<file path="src/rtl/wdog_pkg.sv">
package wdog_pkg;
   localparam int ADDR_W = 4;
   typedef enum logic [1:0] {
      SEL_LIMIT = 2'd0,
      SEL_RUN   = 2'd1,
      SEL_COUNT = 2'd2,
      SEL_MODE  = 2'd3
   } reg_sel_e;
endpackage

</file>
<file path="src/rtl/wdog_regs.sv">
module wdog_regs #(
   parameter int CNT_W  = 16,
   parameter int NSRC   = 3,
   parameter int CODE_W = 3
) (
   input  logic                          clk,
   input  logic                          rst_n,
   input  logic                          we,
   input  logic [wdog_pkg::ADDR_W-1:0]   addr,
   input  logic [CNT_W-1:0]              wdata,
   input  logic [CNT_W-1:0]              count,
   output logic [CNT_W-1:0]              limit_q,
   output logic                          run_q,
   output logic [NSRC+CODE_W-1:0]        mode_q,
   output logic                          wr_count,
   output logic                          wr_mode,
   output logic [CNT_W-1:0]              rdata
);
   import wdog_pkg::*;
   localparam int MODE_W = NSRC + CODE_W;

   logic     aligned;
   reg_sel_e sel;

   assign aligned  = (addr[1:0] == 2'b00);
   assign sel      = reg_sel_e'(addr[3:2]);
   assign wr_count = we && aligned && (sel == SEL_COUNT);
   assign wr_mode  = we && aligned && (sel == SEL_MODE);

   always_ff @(posedge clk) begin
      if (!rst_n) begin
         limit_q <= '0;
         run_q   <= 1'b0;
         mode_q  <= '0;
      end else if (we && aligned) begin
         case (sel)
            SEL_LIMIT: limit_q <= wdata;
            SEL_RUN:   run_q   <= wdata[0];
            SEL_MODE:  mode_q  <= wdata[MODE_W-1:0];
            default:   ;
         endcase
      end
   end

   always_comb begin
      rdata = '0;
      if (aligned) begin
         case (sel)
            SEL_LIMIT: rdata = limit_q;
            SEL_RUN:   rdata = {{(CNT_W-1){1'b0}}, run_q};
            SEL_COUNT: rdata = count;
            SEL_MODE:  rdata = {{(CNT_W-MODE_W){1'b0}}, mode_q};
            default:   rdata = '0;
         endcase
      end
   end
endmodule

</file>
<file path="src/rtl/wdog_prescale.sv">
module wdog_prescale #(
   parameter int NSRC     = 3,
   parameter int CODE_W   = 3,
   parameter int MAX_CODE = 5
) (
   input  logic              clk,
   input  logic              rst_n,
   input  logic              run,
   input  logic              clr,
   input  logic [NSRC-1:0]   src_sel,
   input  logic [CODE_W-1:0] code,
   input  logic [NSRC-1:0]   ticks,
   output logic              ptick
);
   localparam int DIV_W = 2 * MAX_CODE;

   logic [NSRC-1:0]  hit;
   logic             src_tick;
   logic [DIV_W-1:0] div_q;
   logic [DIV_W-1:0] lim;

   for (genvar i = 0; i < NSRC; i++) begin : g_src
      assign hit[i] = src_sel[i] & ticks[i];
   end

   assign src_tick = $onehot(src_sel) && (|hit);

   function automatic logic [DIV_W-1:0] lim_of(input logic [CODE_W-1:0] c);
      int e;
      e = (int'(c) > MAX_CODE) ? MAX_CODE : int'(c);
      return DIV_W'((32'd1 << (2 * e)) - 32'd1);
   endfunction

   assign lim   = lim_of(code);
   assign ptick = run && !clr && src_tick && (div_q == lim);

   always_ff @(posedge clk) begin
      if (!rst_n || !run || clr) begin
         div_q <= '0;
      end else if (src_tick) begin
         div_q <= (div_q == lim) ? '0 : div_q + DIV_W'(1);
      end
   end
endmodule

</file>
<file path="src/rtl/wdog_count.sv">
module wdog_count #(
   parameter int CNT_W = 16
) (
   input  logic             clk,
   input  logic             rst_n,
   input  logic             load,
   input  logic [CNT_W-1:0] load_val,
   input  logic             tick,
   input  logic [CNT_W-1:0] limit,
   output logic [CNT_W-1:0] count,
   output logic             expire
);
   always_ff @(posedge clk) begin
      if (!rst_n) begin
         count  <= '0;
         expire <= 1'b0;
      end else begin
         expire <= 1'b0;
         if (load) begin
            count <= load_val;
         end else if (tick) begin
            if (count == limit) begin
               count  <= '0;
               expire <= 1'b1;
            end else begin
               count <= count + CNT_W'(1);
            end
         end
      end
   end
endmodule

</file>
<file path="src/rtl/wdog_prescaled.sv">
module wdog_prescaled #(
   parameter int CNT_W    = 16,
   parameter int NSRC     = 3,
   parameter int CODE_W   = 3,
   parameter int MAX_CODE = 5
) (
   input  logic                        clk,
   input  logic                        rst_n,
   input  logic                        reg_we,
   input  logic [wdog_pkg::ADDR_W-1:0] reg_addr,
   input  logic [CNT_W-1:0]            reg_wdata,
   output logic [CNT_W-1:0]            reg_rdata,
   input  logic [NSRC-1:0]             tick_in,
   output logic                        rst_req
);
   localparam int MODE_W = NSRC + CODE_W;

   if (CNT_W < MODE_W) begin : g_bad_cnt
      $error("CNT_W must hold the mode field");
   end
   if (MAX_CODE < 1 || MAX_CODE > (1 << CODE_W) - 1 || MAX_CODE > 14) begin : g_bad_code
      $error("MAX_CODE out of range for CODE_W");
   end
   if (NSRC < 1) begin : g_bad_src
      $error("NSRC must be at least 1");
   end

   logic [CNT_W-1:0]  limit_q;
   logic              run_q;
   logic [MODE_W-1:0] mode_q;
   logic              wr_count;
   logic              wr_mode;
   logic [CNT_W-1:0]  count_q;
   logic              ptick;

   wdog_regs #(.CNT_W(CNT_W), .NSRC(NSRC), .CODE_W(CODE_W)) u_regs (
      .clk      (clk),
      .rst_n    (rst_n),
      .we       (reg_we),
      .addr     (reg_addr),
      .wdata    (reg_wdata),
      .count    (count_q),
      .limit_q  (limit_q),
      .run_q    (run_q),
      .mode_q   (mode_q),
      .wr_count (wr_count),
      .wr_mode  (wr_mode),
      .rdata    (reg_rdata)
   );

   wdog_prescale #(.NSRC(NSRC), .CODE_W(CODE_W), .MAX_CODE(MAX_CODE)) u_pre (
      .clk     (clk),
      .rst_n   (rst_n),
      .run     (run_q),
      .clr     (wr_mode),
      .src_sel (mode_q[NSRC-1:0]),
      .code    (mode_q[MODE_W-1:NSRC]),
      .ticks   (tick_in),
      .ptick   (ptick)
   );

   wdog_count #(.CNT_W(CNT_W)) u_cnt (
      .clk      (clk),
      .rst_n    (rst_n),
      .load     (wr_count),
      .load_val (reg_wdata),
      .tick     (ptick),
      .limit    (limit_q),
      .count    (count_q),
      .expire   (rst_req)
   );
endmodule

</file>
<file path="config.mk">
export PLATFORM = sky130hd
export DESIGN_NAME = wdog_prescaled
export DESIGN_NICKNAME = d
export VERILOG_FILES = /design/src/rtl/wdog_pkg.sv /design/src/rtl/wdog_regs.sv /design/src/rtl/wdog_prescale.sv /design/src/rtl/wdog_count.sv /design/src/rtl/wdog_prescaled.sv
export SDC_FILE = /design/constraint.sdc
export NUM_CORES = 1
export LEC_CHECK = 0
export BUFFER_PORTS_ARGS = -buffer_cell sky130_fd_sc_hd__buf_4
export CAP_MARGIN = 20
export CORE_ASPECT_RATIO = 0.6
export CORE_MARGIN = 2
export CORE_UTILIZATION = 44
export CTS_CLUSTER_SIZE = 40
export DETAILED_ROUTE_END_ITERATION = 12
export PLACE_DENSITY_LB_ADDON = 0.15
export SLEW_MARGIN = 20
export SYNTH_ARGS = -nofsm -noshare
export SYNTH_HDL_FRONTEND = slang
export SYNTH_SLANG_ARGS = --single-unit
</file>
<file path="constraint.sdc">
create_clock -name clk -period 2.7 [get_ports clk]
set_clock_uncertainty 0.1 [all_clocks]
set_input_delay 0.135 -clock clk [delete_from_list [all_inputs] [get_ports clk]]
set_output_delay 0.135 -clock clk [all_outputs]
set_load 0.005 [all_outputs]
</file>
==> results of run 1 <==
-- worst min-delay path, stage by stage --
cell and delay, ns:
buf_4 0.10, mux2i_1 0.06, nor2_1 0.07
-- cells by family after synthesis --
family,Yosys count,share of synthesized area [%]
AND/OR/NAND/NOR,175,30.89
flip-flops,50,32.01
AO/OA/AOI/OAI,43,8.884
multiplexers,40,13.21
buffers and inverters,33,4.482
XOR/XNOR,31,8.683
adder cells (fa/ha/maj),4,1.841
-- cells in the final DEF, fill, tap and decap left out, types with 3 or more instances in the layout --
cell type	Yosys	final
nor4_1	6	6
and4_1	12	11
a21oi_1	16	16
nand4b_1	3	3
nor2_1	57	57
buf_4	0	70
xnor2_1	6	6
dfxtp_1	50	49
nand4_1	9	9
mux2i_1	39	39
a31oi_1	15	15
xor2_1	25	25
and2_1	5	5
dlygate4sd3_1	0	11
clkbuf_16	0	5
inv_1	5	5
or3_1	3	3
nor3_1	10	10
and3_1	3	3
nand3_1	24	24
or4_1	8	7
nand2_1	19	19
-- final timing paths --
path,to,slack (ns),depth (start not counted)
hold / removal,u_regs.mode_q[4],0.002,3
setup reg to reg,u_cnt.count[5],-0.01,8
hold reg to reg,u_regs.limit_q[14],0.44,2
setup / recovery,u_cnt.count[5],-0.01,8
-- routing by layer --
layer | vias to the layer above | wire length, um | GRT usage [%]
met2 | 111 | 3559 | 31.60
met1 | 1410 | 4666 | 37.38
met3 | 8 | 754 | 5.682
met4 | 0 | 62 | 4.065
li1 | 1486 | - | -
met5 | - | 0 | 0
-- power by group through the flow --
stage	clock [mW]	combinational, mW	sequential (mW)
after floorplan	0	0.130	0.774
after global placement	0	0.240	0.779
after detailed placement	0	0.238	0.780
final	0.658	0.258	0.764
after CTS	0.680	0.253	0.763
after global routing	0.708	0.278	0.766
-- flip-flops by register name, indices dropped and copies added, names as in the netlist --
signal and flops:
u_cnt.count 16, u_regs.run_q 1, u_regs.limit_q 16, u_regs.mode_q 6, u_cnt.expire 1, u_pre.div_q 10
-- final cells by class --
type | count | share of cell area (%)
well taps | 87 | 2.750
flip-flops and latches | 50 | 25.32
inverters | 5 | 0.4741
clock inverters | 3 | 0.6321
multi-input cells | 294 | 51.33
repair buffers | 82 | 16.34
clock buffers | 5 | 3.161
-- timing repair --
item | CTS | global route
hold buffers | 11 | 0
hold endpoints to repair | 12 | 0
cloned | 1 | 0
setup endpoints to repair | 8 | 16
gates resized for setup | 0 | 6
setup buffers | 1 | 7
pin swaps | 2 | 3
==> impl_metrics.csv, run 1 <==
group,metric,value,unit
status,outcome,"finished with violations",
status,violations,"setup timing",
setup_path,rr_startpoint,"u_regs.mode_q[5]",
setup_path,crit_chain,"or3_4 > ha_4 > xor2_1 > o211ai_1 > nor3b_4 > nand3_4 > or4_1 > a31oi_1",
synth,syn_nets,406,
pwr,power_frac_clock,39.2,%
timing,period_needed,2.714,ns
pwr,seqPwrFrac,45.5,%
clock_network,clock_path_buffers,2,
grt,globalRoute.totalOverflow,0,
grt,grt_pass1_wl,14480,um
grt,grt_usage,23.41,%
synth,synth_seq_area_share,32.01,%
timing,slew_headroom,39.48,%
pwr,switching_share,28.20,%
floorplan,design.core.area,0.006763,sq mm
pwr,total_power,1.680,mW
placement,portBuffers,42,
setup_path,critPathSlowestCell,"or4_1",
setup_path,crit_path_start_kind,"flip-flop",
cells_and_area,fillerInstances,611,
cells_and_area,area.sequential,0.001002,sq mm
clock_network,worstSkewPairLatency,0.30,ns
placement,dp_slack,-0.05118,ns
cells_and_area,diodes,0,
worst_hold_path,hold_path_class,"in -> reg",
setup_path,cp_num_buf_inv,0,
synth,yosysTopAreaCellShare,32.01,%
clock_network,clk_pin_slew,0.08,ns
synth,syn_avg_cell_area,8.316,sq um
timing,fin_setup_tns,-0.02175,ns
floorplan,row_count,23,
pwr,power_density,424.3,mW/mm^2
clock_network,cts_sinks,50,
synth,synth.area.top_cells,"dfxtp_1 (32%), mux2i_1 (12%), xor2_1 (7.0%), nor2_1 (6.8%), nand3_1 (3.8%)",
placement,gp_congestion,0.8551,
timing,post-route-period-util,100.5,%
grt,grt_max_degree,28,
timing,hold_viol,0,
timing,rsz0062_at_grt,"true",
pwr,p_int,1.206,mW
placement,dpl.cell_count,498,
route,ant_nets,0,
route,routed_wl,9043,um
grt,grt_pass1_vias,2697,
floorplan,chipWidth,112.8,um
cells_and_area,design_area,0.003959,sq mm
route,vias_per_cell,5.732,
cells_and_area,drive_above_1_share,21.41,%
timing,worst_slew_pin_slew,0.9068,ns
timing,maxSlewViolCount,0,
placement,placed_cell_area,0.003598,sq mm
clock_network,cts_root_buf,"clkbuf_16",
synth,synth_edf_count,0,
cells_and_area,nets,468,
floorplan,die_h,69.30,um
timing,setup_ws,-0.01366,ns
cells_and_area,fin_cells,526,
pwr,power.leakage,1.590,nW
setup_path,cp.arrival,2.83,ns
route,drtIter0Drc,188,
synth,synth_async_sr_flop_share,0,%
setup_path,startpoint,"u_regs.mode_q[5]",
setup_path,crit_required,2.82,ns
synth,synth.distinct_cells,49,
setup_path,worst_setup_path_end_kind,"flip-flop",
grt,grt_antenna_before_repair,0,
timing,hold_ws,0.001842,ns
synth,syn_inst,376,
synth,synth.cells.most_frequent,"nor2_1 (57), dfxtp_1 (50), mux2i_1 (39), xor2_1 (25), nand3_1 (24)",
timing,setup_violations,2,
cells_and_area,multi_input_area,0.002032,sq mm
floorplan,top_level_ports,43,
setup_path,path_class,"reg -> reg",
synth,ys.flop_type,"dfxtp_1",
synth,yosysMostFrequentCell,"nor2_1",
clock_network,cts_tree,"yes",
pwr,vdd_drop_max,0.3266,mV
worst_hold_path,worstHoldStart,"reg_wdata[4]",
pwr,power_switching,0.4736,mW
setup_path,cp_top_family,"simple AND/OR/NAND/NOR gates",
cells_and_area,area_delta_synth_final,26.61,%
floorplan,die_area,0.007819,sq mm
floorplan,start_util,46.23,%
placement,dpl.hpwl,6320,um
synth,yosysTopAreaCell,"dfxtp_1",
setup_path,max_stage_delay,0.54,ns
route,drtPass1Iterations,5,
route,wire_per_inst,17.19,um
clock_network,cts_htree_levels,2,
synth,syn_area,0.003127,sq mm
timing,max_freq,368.5,MHz
route,route.vias.total,3015,
synth,ys_ff_latch,50,
setup_path,crit_path_max_fanout,10,
pwr,p_comb_share,15.4,%
cells_and_area,final_util,58.54,%
route,drc_errors,0,
clock_network,cts_buffers,5,
synth,synth-warning-count,0,
run,drv_cap,0,
No activity file was read; power rests on OpenSTA's default activity.
==> inputs of run 2 (changes only) <==
- CTS_CLUSTER_SIZE: 40 -> 24
- GPL_ROUTABILITY_DRIVEN: default -> 0
- PLACE_DENSITY: default -> 0.73
- PLACE_DENSITY_LB_ADDON: 0.15 -> default
==> run 2 against run 1 <==
- the flow finishes with violations (hold timing)
- fmax grew 2.4%
- critical endpoint is now u_cnt.count[3]
- sequential share of layout area shrank 0.21 points
- via count grew 1.9%
- global-route usage shrank 1.1 points
- sequential power is essentially flat
- sequential cell count is the same
- non-clock buffer count shrank 7
==> impl_metrics.csv, run 2 (synthesized netlist as in run 1, its figures left out) <==
group,metric,value,unit
status,outcome,"finished with violations",
status,violations,"hold timing",
floorplan,design.core.area,0.006763,sq mm
clock_network,clk_pin_slew,0.06,ns
pwr,power_density,442.9,mW/mm^2
setup_path,crit_path_max_fanout,4,
setup_path,path_class,"reg -> reg",
timing,hold_ws,-0.001844,ns
grt,grt_usage,22.30,%
cells_and_area,final_util,59.02,%
floorplan,die_h,69.30,um
setup_path,rrSetupSlack,0.05,ns
cells_and_area,area_delta_synth_final,27.65,%
setup_path,cp_num_buf_inv,1,
setup_path,reg2regPathDepth,9,
timing,worst_slew_pin_slew,0.8038,ns
cells_and_area,fin_cells,518,
grt,grt_pass1_wl,14110,um
cells_and_area,layout_common_cells,"buf_4 (65), nor2_1 (57), dfxtp_1 (49), mux2i_1 (39), xor2_1 (25)",
grt,grt_max_degree,28,
setup_path,rr_startpoint,"u_regs.mode_q[5]",
route,drtPass1Iterations,5,
route,drc_errors,0,
setup_path,crit_path_start_kind,"flip-flop",
pwr,p_comb_share,14.8,%
pwr,power.leakage,1.592,nW
timing,rsz0062_at_grt,"true",
cells_and_area,reg_top3,"u_cnt.count x16, u_regs.limit_q x16, u_pre.div_q x10",
timing,period_needed,2.650,ns
floorplan,row_count,23,
timing,slew_headroom,46.36,%
route,vias_per_cell,5.932,
pwr,total_power,1.768,mW
clock_network,worstSkewPairLatency,0.30,ns
timing,post-route-period-util,98.15,%
pwr,power_frac_clock,41.8,%
pwr,seqPwrFrac,43.4,%
clock_network,cts_htree_levels,2,
run,drv_cap,0,
setup_path,max_stage_delay,0.50,ns
worst_hold_path,hold-path-endpoint,"u_regs.limit_q[15]",
route,ant_nets,0,
grt,grt_antenna_before_repair,0,
clock_network,cts_sinks,50,
cells_and_area,nets,461,
setup_path,worst_setup_path_end_kind,"flip-flop",
placement,dp_slack,0.008423,ns
cells_and_area,fillerInstances,582,
floorplan,start_util,46.23,%
floorplan,chipWidth,112.8,um
clock_network,cts_tree,"yes",
cells_and_area,drive_above_1_share,22.51,%
timing,maxSlewViolCount,0,
clock_network,cts_root_buf,"clkbuf_16",
placement,dpl.cell_count,496,
timing,setup_ws,0.04996,ns
setup_path,crit_required,2.82,ns
setup_path,cp.arrival,2.77,ns
placement,portBuffers,42,
route,routed_wl,8919,um
floorplan,die_area,0.007819,sq mm
cells_and_area,diodes,0,
grt,globalRoute.totalOverflow,0,
pwr,power_switching,0.4493,mW
setup_path,reg2reg_to,"u_cnt.count[3]",
setup_path,cp_top_family,"simple AND/OR/NAND/NOR gates",
placement,dpl.hpwl,6024,um
setup_path,crit_chain,"or3_4 > ha_4 > xor2_1 > o211ai_1 > nor3b_4 > buf_6 > nand3_4 > or4_4 > a31oi_1",
worst_hold_path,worstHoldStart,"reg_wdata[15]",
cells_and_area,mostFrequentLayoutCell,"buf_4",
worst_hold_path,hold_path_class,"in -> reg",
clock_network,cts_buffers,5,
route,wire_per_inst,17.22,um
clock_network,clock_path_buffers,2,
setup_path,critPathSlowestCell,"or4_4",
grt,grt_pass1_vias,2793,
route,drtIter0Drc,235,
timing,setup_violations,0,
pwr,p_int,1.318,mW
pwr,switching_share,25.42,%
timing,hold_viol,1,
pwr,vdd_drop_max,0.2394,mV
floorplan,top_level_ports,43,
timing,max_freq,377.4,MHz
route,route.vias.total,3073,
worst_hold_path,holdPathStages,3,
[run 2: cell count changes in the layout (fill, tap and decap cells not counted), sizes merged]
cell and change:
buf -2, bufinv +1, clkbuf +1, clkinv -1, clkinvlp -1, dlygate4sd3 -5, inv -1
[run 2: power by group through the flow]
stage               combinational, mW  clock, mW  sequential, mW
CTS                             0.242      0.745           0.766
finish                          0.262      0.738           0.767
global route                    0.280      0.781           0.769
floorplan                       0.130          0           0.774
detailed placement              0.233          0           0.783
global placement                0.230          0           0.782
[run 2: repair_timing]
action,in CTS,in global routing
endpoints found under the setup margin,3,25
gates cloned,0,1
resized for setup,1,15
hold buffers,5,1
pin swaps,1,24
endpoints found under the hold margin,6,1
setup buffers,2,6
[run 2: worst max path at each step]
stage                startpoint              end  slack (ns)  depth (start not counted)
2_1_floorplan  u_regs.mode_q[3]  u_cnt.count[11]        0.05                         10
3_3_place_gp   u_regs.mode_q[5]  u_cnt.count[13]        0.07                          8
3_5_place_dp   u_regs.mode_q[5]  u_cnt.count[10]       0.008                          8
4_1_cts        u_regs.mode_q[5]  u_cnt.count[10]      -0.002                          8
5_1_grt        u_regs.mode_q[5]  u_cnt.count[14]       -0.05                         10
6_report       u_regs.mode_q[5]   u_cnt.count[3]        0.05                          9
[run 2: final cells by class]
cell class | instances | area [sq um] | area share, %
Clock buffer | 6 | 138.9 | 3.480
Timing Repair Buffer | 75 | 601.8 | 15.08
Inverter | 5 | 18.77 | 0.4702
Clock inverter | 1 | 30.03 | 0.7524
Multi-Input combinational cell | 294 | 2091 | 52.38
Sequential cell | 50 | 1002 | 25.11
Tap cell | 87 | 108.9 | 2.727
[run 2: per-layer routing]
metal  track usage [%]  vias to the layer above  share of wire, %
met3             4.983                       17               7.6
li1                  -                     1473                 -
met2             33.40                      118                44
met4             5.420                        0               1.7
met1             32.47                     1465                47
met5                 0                        -                 0
[run 2: worst min-delay path, cell delays in order]
cell,delay [ns]
buf_4,0.09
mux2i_1,0.06
nor2_1,0.07
[run 2: stage by stage]
step | instance area (sq um) | setup TNS, ns
after detailed placement | 3577 | 0
after global routing | 3991 | -0.3028
after global placement | 3577 | 0
final | 3991 | 0
after CTS | 3815 | -0.001809
after floorplan | 3127 | 0
==> inputs of run 3 (changes only) <==
- SYNTH_HIERARCHICAL: default -> 1
==> run 3 against run 2 <==
- the flow now finishes without violations
- sequential cell count did not move
- setup slack improved by 0.096 ns
- via count fell by 0.72%
- sequential share of layout area rose by 0.071 points
- largest power group unchanged
==> impl_metrics.csv, run 3 <==
group,metric,value,unit
status,outcome,"finished, final reports clean",
timing,hold_ws,0.004416,ns
setup_path,reg2reg_to,"u_cnt/count[12]",
placement,dp_slack,0.1228,ns
setup_path,reg2regPathDepth,9,
timing,max_freq,391.5,MHz
setup_path,max_stage_delay,0.41,ns
synth,synth_seq_area_share,30.28,%
grt,grt_max_degree,57,
setup_path,cp.arrival,2.64,ns
placement,dpl.cell_count,529,
synth,synth.area.top_cells,"dfxtp_1 (30%), mux2i_1 (10%), nand2_1 (9.2%), xnor2_1 (8.7%), nor2_1 (3.5%)",
clock_network,clk_pin_slew,0.07,ns
timing,post-route-period-util,94.61,%
synth,syn_inst,394,
setup_path,crit_path_start_kind,"flip-flop",
synth,synth-warning-count,6,
floorplan,chipWidth,115.9,um
cells_and_area,fin_cells,540,
synth,yosysTopAreaCell,"dfxtp_1",
cells_and_area,layout_common_cells,"nand2_1 (81), buf_4 (55), dfxtp_1 (49), mux2i_1 (34), xnor2_1 (33)",
synth,ys_ff_latch,50,
synth,yosysTopAreaCellShare,30.28,%
cells_and_area,area_delta_synth_final,20.40,%
pwr,total_power,1.672,mW
cells_and_area,diodes,0,
route,wire_per_inst,17.18,um
timing,period_needed,2.554,ns
timing,hold_viol,0,
placement,portBuffers,42,
floorplan,design.core.area,0.007267,sq mm
setup_path,worst_setup_path_end_kind,"flip-flop",
run,drv_cap,0,
synth,synth_async_sr_flop_share,0,%
synth,synth_edf_count,0,
clock_network,cts_tree,"yes",
clock_network,clock_path_buffers,2,
floorplan,die_area,0.008245,sq mm
timing,setup_ws,0.1456,ns
cells_and_area,reg_top3,"u_cnt/count x16, u_regs/limit_q x16, u_pre/div_q x10",
route,drc_errors,0,
route,ant_nets,0,
route,drtPass1Iterations,5,
pwr,power_density,420.2,mW/mm^2
synth,yosysMostFrequentCell,"nand2_1",
synth,ys.flop_type,"dfxtp_1",
pwr,power.leakage,1.454,nW
timing,worst_slew_pin_slew,0.8761,ns
clock_network,cts_sinks,50,
floorplan,row_count,24,
floorplan,die_h,71.14,um
synth,synth.distinct_cells,48,
setup_path,crit_path_max_fanout,17,
grt,grt_usage,22.70,%
placement,dpl.hpwl,6537,um
grt,grt_pass1_vias,2759,
clock_network,cts_buffers,5,
clock_network,worstSkewPairLatency,0.29,ns
worst_hold_path,hold_path_class,"in -> reg",
setup_path,critPathSlowestCell,"or3_4",
grt,grt_pass1_wl,14550,um
cells_and_area,drive_above_1_share,23.17,%
route,route.vias.total,3051,
cells_and_area,fillerInstances,698,
clock_network,cts_root_buf,"clkbuf_16",
setup_path,crit_required,2.78,ns
pwr,vdd_drop_max,0.2964,mV
setup_path,path_class,"reg -> reg",
timing,maxSlewViolCount,0,
setup_path,rr_startpoint,"u_regs/mode_q[3]",
timing,setup_violations,0,
timing,slew_headroom,41.59,%
grt,globalRoute.totalOverflow,0,
clock_network,cts_htree_levels,2,
setup_path,crit_chain,"or3_4 > ha_4 > xor2_1 > o2111a_1 > nand4_1 > nor3b_2 > nand2b_1 > buf_6 > o41ai_2",
worst_hold_path,hold-path-endpoint,"u_regs/limit_q[11]",
route,vias_per_cell,5.650,
floorplan,top_level_ports,43,
timing,fin_setup_tns,0,ns
route,routed_wl,9278,um
route,drtIter0Drc,333,
floorplan,start_util,45.49,%
synth,syn_avg_cell_area,8.390,sq um
synth,syn_area,0.003306,sq mm
cells_and_area,nets,465,
setup_path,rrSetupSlack,0.15,ns
worst_hold_path,worstHoldStart,"reg_wdata[11]",
synth,synth.cells.most_frequent,"nand2_1 (81), dfxtp_1 (50), mux2i_1 (34), xnor2_1 (33), nor2_1 (31)",
synth,syn_nets,424,
worst_hold_path,holdPathStages,3,
cells_and_area,mostFrequentLayoutCell,"nand2_1",
grt,grt_antenna_before_repair,0,
==> run 3: how the worst max path moves through the flow <==
stage          depth (start not counted)  slack (ns)         endpoint        startpoint
6_report                               9        0.15  u_cnt/count[12]  u_regs/mode_q[3]
5_1_grt                               11     -0.0009  u_cnt/count[12]  u_regs/mode_q[3]
4_1_cts                                9        0.09   u_cnt/count[5]  u_regs/mode_q[3]
3_5_place_dp                           9        0.12  u_cnt/count[14]  u_regs/mode_q[3]
3_3_place_gp                           9        0.20   u_cnt/count[9]  u_regs/mode_q[3]
2_1_floorplan                         10        0.01  u_cnt/count[11]  u_regs/mode_q[2]
==> run 3: repair_timing <==
item,4_1_cts,5_1_grt
hold endpoints to repair,2,0
hold buffers,2,0
resized for setup,0,15
buffers inserted,0,1
setup endpoints to repair,0,16
==> run 3: power breakdown <==
part           leakage, nW  internal [mW]  total [mW]  switching [mW]
combinational        0.973         0.0755       0.190           0.114
clock               0.0771          0.438       0.727           0.289
sequential           0.404          0.744       0.755          0.0106
total                 1.45           1.26        1.67           0.414
==> run 3: cells by family after synthesis <==
| family | count (synthesis) | share of synthesized area, % |
|---|---|---|
| adders and majority gates | 4 | 1.741 |
| AOI/OAI and AO/OA | 45 | 9.803 |
| xor gates and xnor gates | 44 | 12.11 |
| buffers and inverters | 33 | 6.435 |
| DFF | 50 | 30.28 |
| muxes | 40 | 12.68 |
| and+or+nand+nor | 178 | 26.95 |
==> run 3: critical path, delay by kind of cell, from the launching register on <==
kind	cells	cell delay, ns
flops	1	0.32
compound gates	2	0.57
fa+ha+maj	1	0.28
simple gates	4	0.86
xor+xnor	1	0.13
buf+inv	1	0.18
==> run 3: area by class of cell <==
class                   count  area [sq um]  area share [%]
flip-flops and latches     50          1002           25.18
clock inverters             2         37.54          0.9431
inverters                   8         30.03          0.7545
clock buffers               6         128.9           3.238
well taps                 104         130.1           3.269
repair buffers             59         455.4           11.44
multi-input cells         311          2196           55.17
==> run 3: per-stage QoR <==
stage	instance area [sq um]	utilization, %
4_1_cts	3876	53.34
3_3_place_gp	3690	50.77
3_5_place_dp	3690	50.77
5_1_grt	3980	54.77
6_report	3980	54.77
2_1_floorplan	3333	-
==> run 3: metal layers <==
metal / share of wire (%) / GRT usage, % / wire length, um
met1: 48 / 37.72 / 4467
met2: 40 / 28.27 / 3687
met3: 11 / 5.570 / 1058
met4: 0.69 / 5.159 / 64
met5: 0 / 0 / 0
